[src/rtl/irq_coal_pkg.sv]
package irq_coal_pkg;
  localparam int STAT_W       = 32;
  localparam int NUM_SRC      = 9;
  localparam int SRC_SOFT     = 0;
  localparam int SRC_RX_PKT   = 1;
  localparam int SRC_RX_HIGH  = 2;
  localparam int SRC_RX_EMPTY = 3;
  localparam int SRC_RX_DMA   = 4;
  localparam int SRC_TX_PKT   = 5;
  localparam int SRC_TX_LOW   = 6;
  localparam int SRC_TX_FULL  = 7;
  localparam int SRC_TX_DMA   = 8;
  localparam logic [STAT_W-1:0] LEGAL_BITS = STAT_W'((64'd1 << NUM_SRC) - 64'd1);
  localparam logic [STAT_W-1:0] NODLY_BITS = (STAT_W'(1) << SRC_SOFT) | (STAT_W'(1) << SRC_TX_FULL);
  localparam logic [STAT_W-1:0] MASK_RST   = (STAT_W'(1) << SRC_SOFT) | (STAT_W'(1) << SRC_RX_PKT) |
                                             (STAT_W'(1) << SRC_RX_HIGH) | (STAT_W'(1) << SRC_TX_LOW);
endpackage

[src/rtl/irq_stat_bank.sv]
module irq_stat_bank #(
  parameter int              W        = 32,
  parameter int              SOFT_BIT = 0,
  parameter logic [W-1:0]    LEGAL    = '1,
  parameter logic [W-1:0]    RST_MASK = '0
) (
  input  logic         clk,
  input  logic         rst,
  input  logic         post_valid,
  input  logic [W-1:0] post_bits,
  input  logic         soft_cmd,
  input  logic         clr_we,
  input  logic [W-1:0] clr_data,
  input  logic         mask_we,
  input  logic [W-1:0] mask_data,
  output logic [W-1:0] status_q,
  output logic [W-1:0] mask_q,
  output logic [W-1:0] status_n,
  output logic [W-1:0] mask_n,
  output logic         post_evt,
  output logic         mask_chg,
  output logic         rsv_err_q
);
  logic [W-1:0] set_bits, clr_bits;
  logic         rsv_err_d;

  always_comb begin
    set_bits  = (post_valid ? (post_bits & LEGAL) : '0) |
                (soft_cmd ? (W'(1) << SOFT_BIT) : '0);
    clr_bits  = clr_we ? (clr_data & LEGAL) : '0;
    status_n  = (status_q | set_bits) & ~clr_bits;
    mask_n    = mask_we ? mask_data : mask_q;
    post_evt  = |set_bits;
    mask_chg  = mask_we && (mask_data != mask_q);
    rsv_err_d = (post_valid && |(post_bits & ~LEGAL)) ||
                (clr_we && |(clr_data & ~LEGAL));
  end

  always_ff @(posedge clk) begin
    if (rst) begin
      status_q  <= '0;
      mask_q    <= RST_MASK;
      rsv_err_q <= 1'b0;
    end else begin
      status_q  <= status_n;
      mask_q    <= mask_n;
      rsv_err_q <= rsv_err_d;
    end
  end
endmodule

[src/rtl/irq_wm_arm.sv]
module irq_wm_arm #(
  parameter logic ARM_RST = 1'b0
) (
  input  logic clk,
  input  logic rst,
  input  logic rearm_ev,
  input  logic consume,
  output logic armed_q
);
  always_ff @(posedge clk) begin
    if (rst)           armed_q <= ARM_RST;
    else if (rearm_ev) armed_q <= 1'b1;
    else if (consume)  armed_q <= 1'b0;
  end
endmodule

[src/rtl/irq_wm_gate.sv]
module irq_wm_gate #(
  parameter int W       = 32,
  parameter int RXH_BIT = 2,
  parameter int TXL_BIT = 6
) (
  input  logic         clk,
  input  logic         rst,
  input  logic         post_evt,
  input  logic [W-1:0] masked_n,
  input  logic         rx_empty_ev,
  input  logic         tx_full_ev,
  output logic [W-1:0] fwd_set
);
  localparam int NWM = 2;
  localparam int WM_BIT [NWM] = '{RXH_BIT, TXL_BIT};
  localparam logic [NWM-1:0] WM_ARM_RST = 2'b01;

  logic [NWM-1:0] rearm, armed, consume;
  assign rearm = {tx_full_ev, rx_empty_ev};

  for (genvar g = 0; g < NWM; g++) begin : g_wm
    assign consume[g] = post_evt && masked_n[WM_BIT[g]] && armed[g];
    irq_wm_arm #(.ARM_RST(WM_ARM_RST[g])) u_arm (
      .clk      (clk),
      .rst      (rst),
      .rearm_ev (rearm[g]),
      .consume  (consume[g]),
      .armed_q  (armed[g])
    );
  end

  always_comb begin
    fwd_set = masked_n;
    for (int i = 0; i < NWM; i++) begin
      if (!armed[i]) fwd_set[WM_BIT[i]] = 1'b0;
    end
  end
endmodule

[src/rtl/irq_sched.sv]
module irq_sched #(
  parameter int           W     = 32,
  parameter int           DLY_W = 16,
  parameter logic [W-1:0] NODLY = '0
) (
  input  logic             clk,
  input  logic             rst,
  input  logic             post_evt,
  input  logic [W-1:0]     fwd_set,
  input  logic [W-1:0]     masked_n,
  input  logic             mask_chg,
  input  logic             ien_we,
  input  logic             ien_data,
  input  logic             ack,
  input  logic [DLY_W-1:0] dly,
  output logic             irq_q
);
  logic             ien_q, act_q;
  logic [DLY_W-1:0] cnt_q;
  logic             ien_n, pend_d, act_d;
  logic [DLY_W-1:0] cnt_d;
  logic             want, urgent;

  always_comb begin
    ien_n  = ien_we ? ien_data : ien_q;
    want   = post_evt && |fwd_set;
    urgent = |(fwd_set & NODLY) || (dly == '0);
    pend_d = irq_q;
    act_d  = act_q;
    cnt_d  = cnt_q;
    if (ack) pend_d = 1'b0;
    if (act_q) begin
      if (cnt_q == DLY_W'(1)) begin
        pend_d = 1'b1;
        act_d  = 1'b0;
      end else begin
        cnt_d = cnt_q - DLY_W'(1);
      end
    end
    if (want && !urgent && (!act_d || cnt_d > dly)) begin
      act_d = 1'b1;
      cnt_d = dly;
    end
    if ((ien_n && !ien_q) || mask_chg || (want && urgent)) begin
      pend_d = 1'b1;
      act_d  = 1'b0;
    end
    if (!ien_n || masked_n == '0) begin
      pend_d = 1'b0;
      act_d  = 1'b0;
    end
  end

  always_ff @(posedge clk) begin
    if (rst) begin
      ien_q <= 1'b0;
      irq_q <= 1'b0;
      act_q <= 1'b0;
      cnt_q <= '0;
    end else begin
      ien_q <= ien_n;
      irq_q <= pend_d;
      act_q <= act_d;
      cnt_q <= cnt_d;
    end
  end
endmodule

[src/rtl/irq_coalesce_ctrl.sv]
module irq_coalesce_ctrl
  import irq_coal_pkg::*;
#(
  parameter int DLY_W = 16
) (
  input  logic              clk,
  input  logic              rst,
  input  logic              src_post_valid,
  input  logic [STAT_W-1:0] src_post_bits,
  input  logic              cmd_soft,
  input  logic              sw_clr_we,
  input  logic [STAT_W-1:0] sw_clr_data,
  input  logic              sw_mask_we,
  input  logic [STAT_W-1:0] sw_mask_data,
  input  logic              sw_ien_we,
  input  logic              sw_ien_data,
  input  logic              sw_stat_rd,
  input  logic              rx_fifo_empty_ev,
  input  logic              tx_fifo_full_ev,
  input  logic [DLY_W-1:0]  dly_cycles,
  output logic [STAT_W-1:0] stat_o,
  output logic [STAT_W-1:0] mask_o,
  output logic              irq_o,
  output logic              rsv_err_o
);
  logic [STAT_W-1:0] status_n, mask_n, masked_n, fwd_set;
  logic              post_evt, mask_chg;

  irq_stat_bank #(
    .W(STAT_W), .SOFT_BIT(SRC_SOFT), .LEGAL(LEGAL_BITS), .RST_MASK(MASK_RST)
  ) u_bank (
    .clk        (clk),
    .rst        (rst),
    .post_valid (src_post_valid),
    .post_bits  (src_post_bits),
    .soft_cmd   (cmd_soft),
    .clr_we     (sw_clr_we),
    .clr_data   (sw_clr_data),
    .mask_we    (sw_mask_we),
    .mask_data  (sw_mask_data),
    .status_q   (stat_o),
    .mask_q     (mask_o),
    .status_n   (status_n),
    .mask_n     (mask_n),
    .post_evt   (post_evt),
    .mask_chg   (mask_chg),
    .rsv_err_q  (rsv_err_o)
  );

  assign masked_n = status_n & mask_n;

  irq_wm_gate #(
    .W(STAT_W), .RXH_BIT(SRC_RX_HIGH), .TXL_BIT(SRC_TX_LOW)
  ) u_gate (
    .clk         (clk),
    .rst         (rst),
    .post_evt    (post_evt),
    .masked_n    (masked_n),
    .rx_empty_ev (rx_fifo_empty_ev),
    .tx_full_ev  (tx_fifo_full_ev),
    .fwd_set     (fwd_set)
  );

  irq_sched #(
    .W(STAT_W), .DLY_W(DLY_W), .NODLY(NODLY_BITS)
  ) u_sched (
    .clk      (clk),
    .rst      (rst),
    .post_evt (post_evt),
    .fwd_set  (fwd_set),
    .masked_n (masked_n),
    .mask_chg (mask_chg),
    .ien_we   (sw_ien_we),
    .ien_data (sw_ien_data),
    .ack      (sw_stat_rd),
    .dly      (dly_cycles),
    .irq_q    (irq_o)
  );
endmodule

[config.mk]
export PLATFORM = sky130hd
export DESIGN_NAME = irq_coalesce_ctrl
export DESIGN_NICKNAME = d
export VERILOG_FILES = /design/src/rtl/irq_coal_pkg.sv /design/src/rtl/irq_stat_bank.sv /design/src/rtl/irq_wm_arm.sv /design/src/rtl/irq_wm_gate.sv /design/src/rtl/irq_sched.sv /design/src/rtl/irq_coalesce_ctrl.sv
export SDC_FILE = /design/constraint.sdc
export NUM_CORES = 1
export LEC_CHECK = 0
export BUFFER_PORTS_ARGS = -buffer_cell sky130_fd_sc_hd__buf_2
export CORE_MARGIN = 5
export CORE_UTILIZATION = 50
export DETAILED_ROUTE_END_ITERATION = 7
export GPL_ROUTABILITY_DRIVEN = 0
export GPL_TIMING_DRIVEN = 0
export PLACE_DENSITY = 0.81
export SLEW_MARGIN = 20
export SYNTH_ARGS = -nofsm -noshare
export SYNTH_HDL_FRONTEND = slang
export SYNTH_SLANG_ARGS = --single-unit
[constraint.sdc]
create_clock -name clk -period 7.9 [get_ports clk]
set_clock_uncertainty 0.15 [all_clocks]
set_input_delay 0.79 -clock clk [delete_from_list [all_inputs] [get_ports clk]]
set_output_delay 0.79 -clock clk [all_outputs]
set_load 0.02 [all_outputs]
=== Yosys cells after proc, flatten, opt, wreduce, memory -nomap -nowiden ===
Cells that the tools add are included.

* Reduce and logical (&&, ||, !) cells: 33
* Equal/unequal tests: 2
* Add/subtract/negate cells: 1
* Order comparisons: 1
* Multiplexer cells: 19
* Bitwise operators: 5

{| class="wikitable"
|+ Operators by type and width
! operator !! count
|-
| 32-bit bitwise AND || 2
|-
| 32-bit bitwise OR || 2
|-
| 32-bit OR reduction || 2
|-
| 16-bit two-way mux || 3
|-
| 23-bit OR reduction || 2
|-
| 32-bit zero test || 1
|-
| 32-bit two-way mux || 1
|-
| 32-bit != test || 1
|-
| 32-bit NOT || 1
|-
| 9-bit two-way mux || 2
|-
| 16-bit by 1-bit equality test with 1-bit output (second input constant) || 1
|-
| 16-bit greater-than comparator || 1
|-
| 16-bit zero test || 1
|-
| 16-bit by 1-bit subtractor with 16-bit output (second input constant) || 1
|-
| 1-bit two-way mux || 13
|-
| 1-bit logical AND || 12
|-
| 1-bit logical OR || 6
|-
| 2-bit OR reduction || 3
|-
| 1-bit zero test || 4
|-
| 3-bit OR reduction || 1
|-
| 2-bit nonzero test || 1
|}

* Bits of input ports: 123
* Register bits after elaboration: 86
* Logic and storage cells: 70

=== Logic depth before layout (Yosys ltp) ===
* Word-level depth: 11
* Depth in mapped cells: 16

=== By module ===
A second synthesis with hierarchy kept.

* Cells, all modules: 564
* Area total of the unflattened synthesis: 4793.3 um2

{| class="wikitable"
|+ Modules (own cells, without submodules)
! module !! seq. area each (um2) !! area an instance (um2) !! instances !! cells an instance
|-
| irq_stat_bank || 840.8 || 2457.4 || 1 || 257
|-
| irq_sched || 380.4 || 1814.2 || 1 || 233
|-
| irq_wm_gate || 0.0 || 250.2 || 1 || 34
|-
| irq_coalesce_ctrl || 0.0 || 200.2 || 1 || 32
|-
| irq_wm_arm at u_gate.g_wm[1].u_arm || 20.0 || 38.8 || 1 || 4
|-
| irq_wm_arm at u_gate.g_wm[0].u_arm || 20.0 || 32.5 || 1 || 4
|}

=== Worst setup path after synthesis ===
Ideal clock, no wire load.

* Kind: register to register
* Start: register u_sched.cnt_q[10]
* End: register u_sched.cnt_q[0]
* Data arrival time: 3.531 ns
* Cell stages (with the launch flop): 15
* Setup time: 0.121 ns
* Path buffers: 2
* Slack: 4.098 ns
* Cell sequence: dfxtp_1 or4_4 nor4b_4 and3_1 buf_4 nor3_1 or2_2 ha_1 nand2_1 nor4_1 a21boi_0 o31a_1 o221a_4 buf_8 mux2_2

* Longest elaborated chain between the ends: 7

{| class="wikitable"
|+ Ends and longest elaborated chain
! item !! line !! RTL
|-
| start: declaration || irq_sched.sv:19 || <nowiki>logic [DLY_W-1:0] cnt_q;</nowiki>
|-
| start signal: assignment || irq_sched.sv:64 || <nowiki>cnt_q <= cnt_d;</nowiki>
|-
| 16-bit by 1-bit subtractor with 16-bit output / 16-bit by 1-bit equality test with 1-bit output (equally long branches) || irq_sched.sv:37, irq_sched.sv:33 ||
|-
| 16-bit two-way mux / 1-bit two-way mux (equally long branches) || irq_sched.sv:33 || <nowiki>if (cnt_q == DLY_W'(1)) begin</nowiki>
|-
| 16-bit two-way mux / 1-bit two-way mux (equally long branches) || irq_sched.sv:32 || <nowiki>if (act_q) begin</nowiki>
|-
| 16-bit greater-than comparator / 1-bit zero test (equally long branches) || irq_sched.sv:40 || <nowiki>if (want && !urgent && (!act_d || cnt_d > dly)) begin</nowiki>
|-
| 1-bit logical OR || irq_sched.sv:40 ||
|-
| 1-bit logical AND || irq_sched.sv:40 ||
|-
| 16-bit two-way mux (*) || irq_sched.sv:40 ||
|}

Mark *: on every way between the ends. The rest lies on a longest branch, timed or not.
A chain may end at the register's enable or synchronous reset.

=== Worst setup path in the final report ===
Ends and elaborated chain as after synthesis.

==> flow_summary.yaml <==
run_status:
  status: "finished clean"
detailed_routing:
  vias: 4123
  wl_mm: 12.1
  final_antenna_net_count: 0
  drc: 0
  dr.pass1.iters: 4
  vias_per_cell: 5.35
  drt-initial-drc-count: 155
  routedWlPerCell_um: 15.6
clocking:
  cts_buffer_depth: 2
  clk_pin_slew_ps: 70
  cts_hold_buf: 0
  cts_sinks: 63
  clock_latency_ps: 350
  numCtsBuffers: 9
  cts_root_buffer: "clkbuf_8"
  cts_tree: "built"
  htree_levels: 3
  ctsResizeCount: 0
  postCtsSetupRepairBufs: 0
global_route:
  grtUsageTotal_pct: 23.8
  grt_max_degree: 12
  grt_pass1_wl_mm: 19.0
  grt_overflow_total: 0
  grt_pass1_vias: 4155
  antenna_found_initial: 0
power_and_ir_drop:
  power.leakage_uw: 0.00268
  powerDensity_nw_per_um2: 169
  vdd_drop_max_mv: 0.0868
synth:
  synth_edf_count: 0
  synth_compound_area_share_pct: 12.5
  synth_adder_area_share_pct: 5.57
  synthFlopType: "dfxtp_1"
  yosys_warnings: 0
  synth.area.mux_share_pct: 12.0
  avgSynthCellArea_sq_um: 8.66
  synth_top_family_by_area: "simple AND/OR/NAND/NOR gates"
  synthDistinctLibCells: 49
  ys_seq_area_share_pct: 31.2
  async_flop_share_pct: 0
  synth_area_sq_um: 4050
  syn_inst: 467
  synthXorXnorAreaFrac_pct: 8.66
  ys_ff_latch: 63
  synth-simple-area-share_pct: 21.6
worst_setup_path:
  slowest_delay_ps: 580
  arrival_ps: 4450
  critical_path_class: "reg2reg"
  crit_chain: "or4_4 -> nor4b_4 -> and3_1 -> buf_4 -> nor3_1 -> or2_2 -> ha_1 -> nand2_1 -> nor4_1 -> a21boi_0 -> o31a_1 -> o221a_4 -> buf_8 -> mux2_2"
  critPathMaxFanout: 10
  reg2reg_setup_slack_ps: 3540
  crit_path_start_kind: "register"
  cpMaxStageDelayCell: "or4_4"
  setup.worst_path.end_class: "register"
  cp_data_required_time_ps: 7990
die:
  ios: 189
  core_area_sq_um: 7810
  fp.dieH_um: 100
  die_x_um: 100
  initial_core_util_pct: 51.8
  std_cell_rows: 32
  die-area_sq_um: 9990
placed_design:
  dpl_worst_slack_ps: 3540
  dp_hpwl_mm: 10.0
  io_buffer_count: 164
  dp.cells: 755
timing:
  fin_hold_ws_ps: 324
  finalCritPeriodShare_pct: 55.2
  rsz0062_at_grt: "false"
  period_needed_ps: 4360
  hold_viol_final: 0
  setup_tns_ps: 0
  setup_viol: 0
  worstMarginPinSlew_ps: 860
  drv_slew: 0
  setup_slack_ps: 3540
  fmax_mhz: 229
  slew_headroom_pct: 42.2
cells_and_area:
  multi_input_area_sq_um: 2520
  n_antenna_cell: 0
  drive_gt1_share_pct: 32.4
  syn_to_final_growth_pct: 30.1
  fin_cells: 771
  layout.area.seq_sq_um: 1260
  final_nets: 805
  fillers: 643
worst_hold_path:
  hold_class: "reg2reg"
run:
  maxCapViolCount: 0
==> cells by family (layout without fill, tap and decap cells) <==
| family | count (synthesis) | count (layout) |
|---|---|---|
| fa+ha+maj | 18 | 18 |
| simple gates | 162 | 162 |
| buf+inv | 60 | 240 |
| flops | 63 | 63 |
| mux | 48 | 48 |
| compound gates | 75 | 75 |
| other cells | 1 | 23 |
| xor+xnor | 40 | 40 |
==> path summary, 6_finish.rpt <==
path,start,end,depth (start not counted)
setup reg to reg,u_sched.cnt_q[10]$_SDFF_PP0_,u_sched.cnt_q[0]$_SDFF_PP0_,14
hold reg to reg,u_gate.g_wm[0].u_arm.armed_q$_SDFFE_PP1P_,u_gate.g_wm[0].u_arm.armed_q$_SDFFE_PP1P_,1
setup / recovery,u_sched.cnt_q[10]$_SDFF_PP0_,u_sched.cnt_q[0]$_SDFF_PP0_,14
hold / removal,u_gate.g_wm[0].u_arm.armed_q$_SDFFE_PP1P_,u_gate.g_wm[0].u_arm.armed_q$_SDFFE_PP1P_,1
==> worst max-delay path: cells and delay by family (launching register included) <==
family | cells | cell delay (ps)
simple gates | 7 | 2170
buf+inv | 2 | 290
flops | 1 | 350
mux | 1 | 330
compound gates | 3 | 660
fa+ha+maj | 1 | 290
==> cell usage after synthesis, drive strengths merged (2+ instances only) <==
cell     n  area (sq um)
nand2   16          60.1
a22o     2          17.5
a21boi   2          15.0
dfxtp   63          1260
nand4    9          56.3
nor2b    4          25.0
o211ai   2          15.0
o21a     2          15.0
nor4    27           169
a21o     6          45.0
mux2i   45           450
clkbuf  12          45.0
inv     19          71.3
o21ai   11          55.1
ha      18           225
o22a     2          17.5
mux2     3          33.8
or3      7          43.8
o31ai    2          15.0
a211oi  14           105
xor2    39           342
and2     2          12.5
a31oi    3          18.8
a21oi   21           105
nand2b  30           188
buf     29           228
nor2    44           165
nor3    10          50.1
nand3    4          20.0
or2      4          25.0
==> metal layers <==
metal | up-vias | part of all wire [%] | track usage [%]
met3 | 23 | 7.4 | 5.28
met5 | - | 0 | 0
met4 | 0 | 2.3 | 9.14
met1 | 1914 | 40 | 27.3
li1 | 2013 | - | -
met2 | 173 | 50 | 42.8
==> stage by stage <==
stage	area, sq um	total power [uW]	utilization, %
floorplan	4130	531	-
global placement	5080	611	65.0
detailed placement	5080	619	65.0
CTS	5270	892	67.5
global route	5270	935	67.5
finish	5270	891	67.5
==> report_power, final <==
part | internal (uW) | switching (uW) | total [uW]
Combinational | 112 | 141 | 253
Sequential | 340 | 21.8 | 362
Clock | 145 | 131 | 276
Total | 597 | 294 | 891
==> state kept, by name, summed over array words and instances (netlist names) <==
register,flops
u_bank.mask_q,32
u_bank.rsv_err_q,1
u_bank.status_q,9
u_gate.g_wm.u_arm.armed_q,2
u_sched.act_q,1
u_sched.cnt_q,16
u_sched.ien_q,1
u_sched.irq_q,1
==> cell type report <==
class | instances | share of cell area (%)
clock inverter | 6 | 1.16
buffer | 41 | 5.18
sequential | 63 | 23.9
timing repair buffer | 164 | 15.6
multi-input combinational | 366 | 47.9
inverter | 19 | 1.35
clock buffer | 10 | 2.42
tap | 102 | 2.42
==> placed cells by master (no fill, tap or decap), drive strengths merged, types with 6 or more instances in the layout <==
master,instances
inv,19
or3,7
buf,193
nand2,16
ha,18
xor2,39
mux2i,45
nand2b,30
nor2,44
dfxtp,63
conb,23
nor3,10
a21oi,21
a211oi,14
nand4,9
o21ai,11
clkbuf,22
nor4,27
a21o,6
Power figures use the tool's default switching activity.
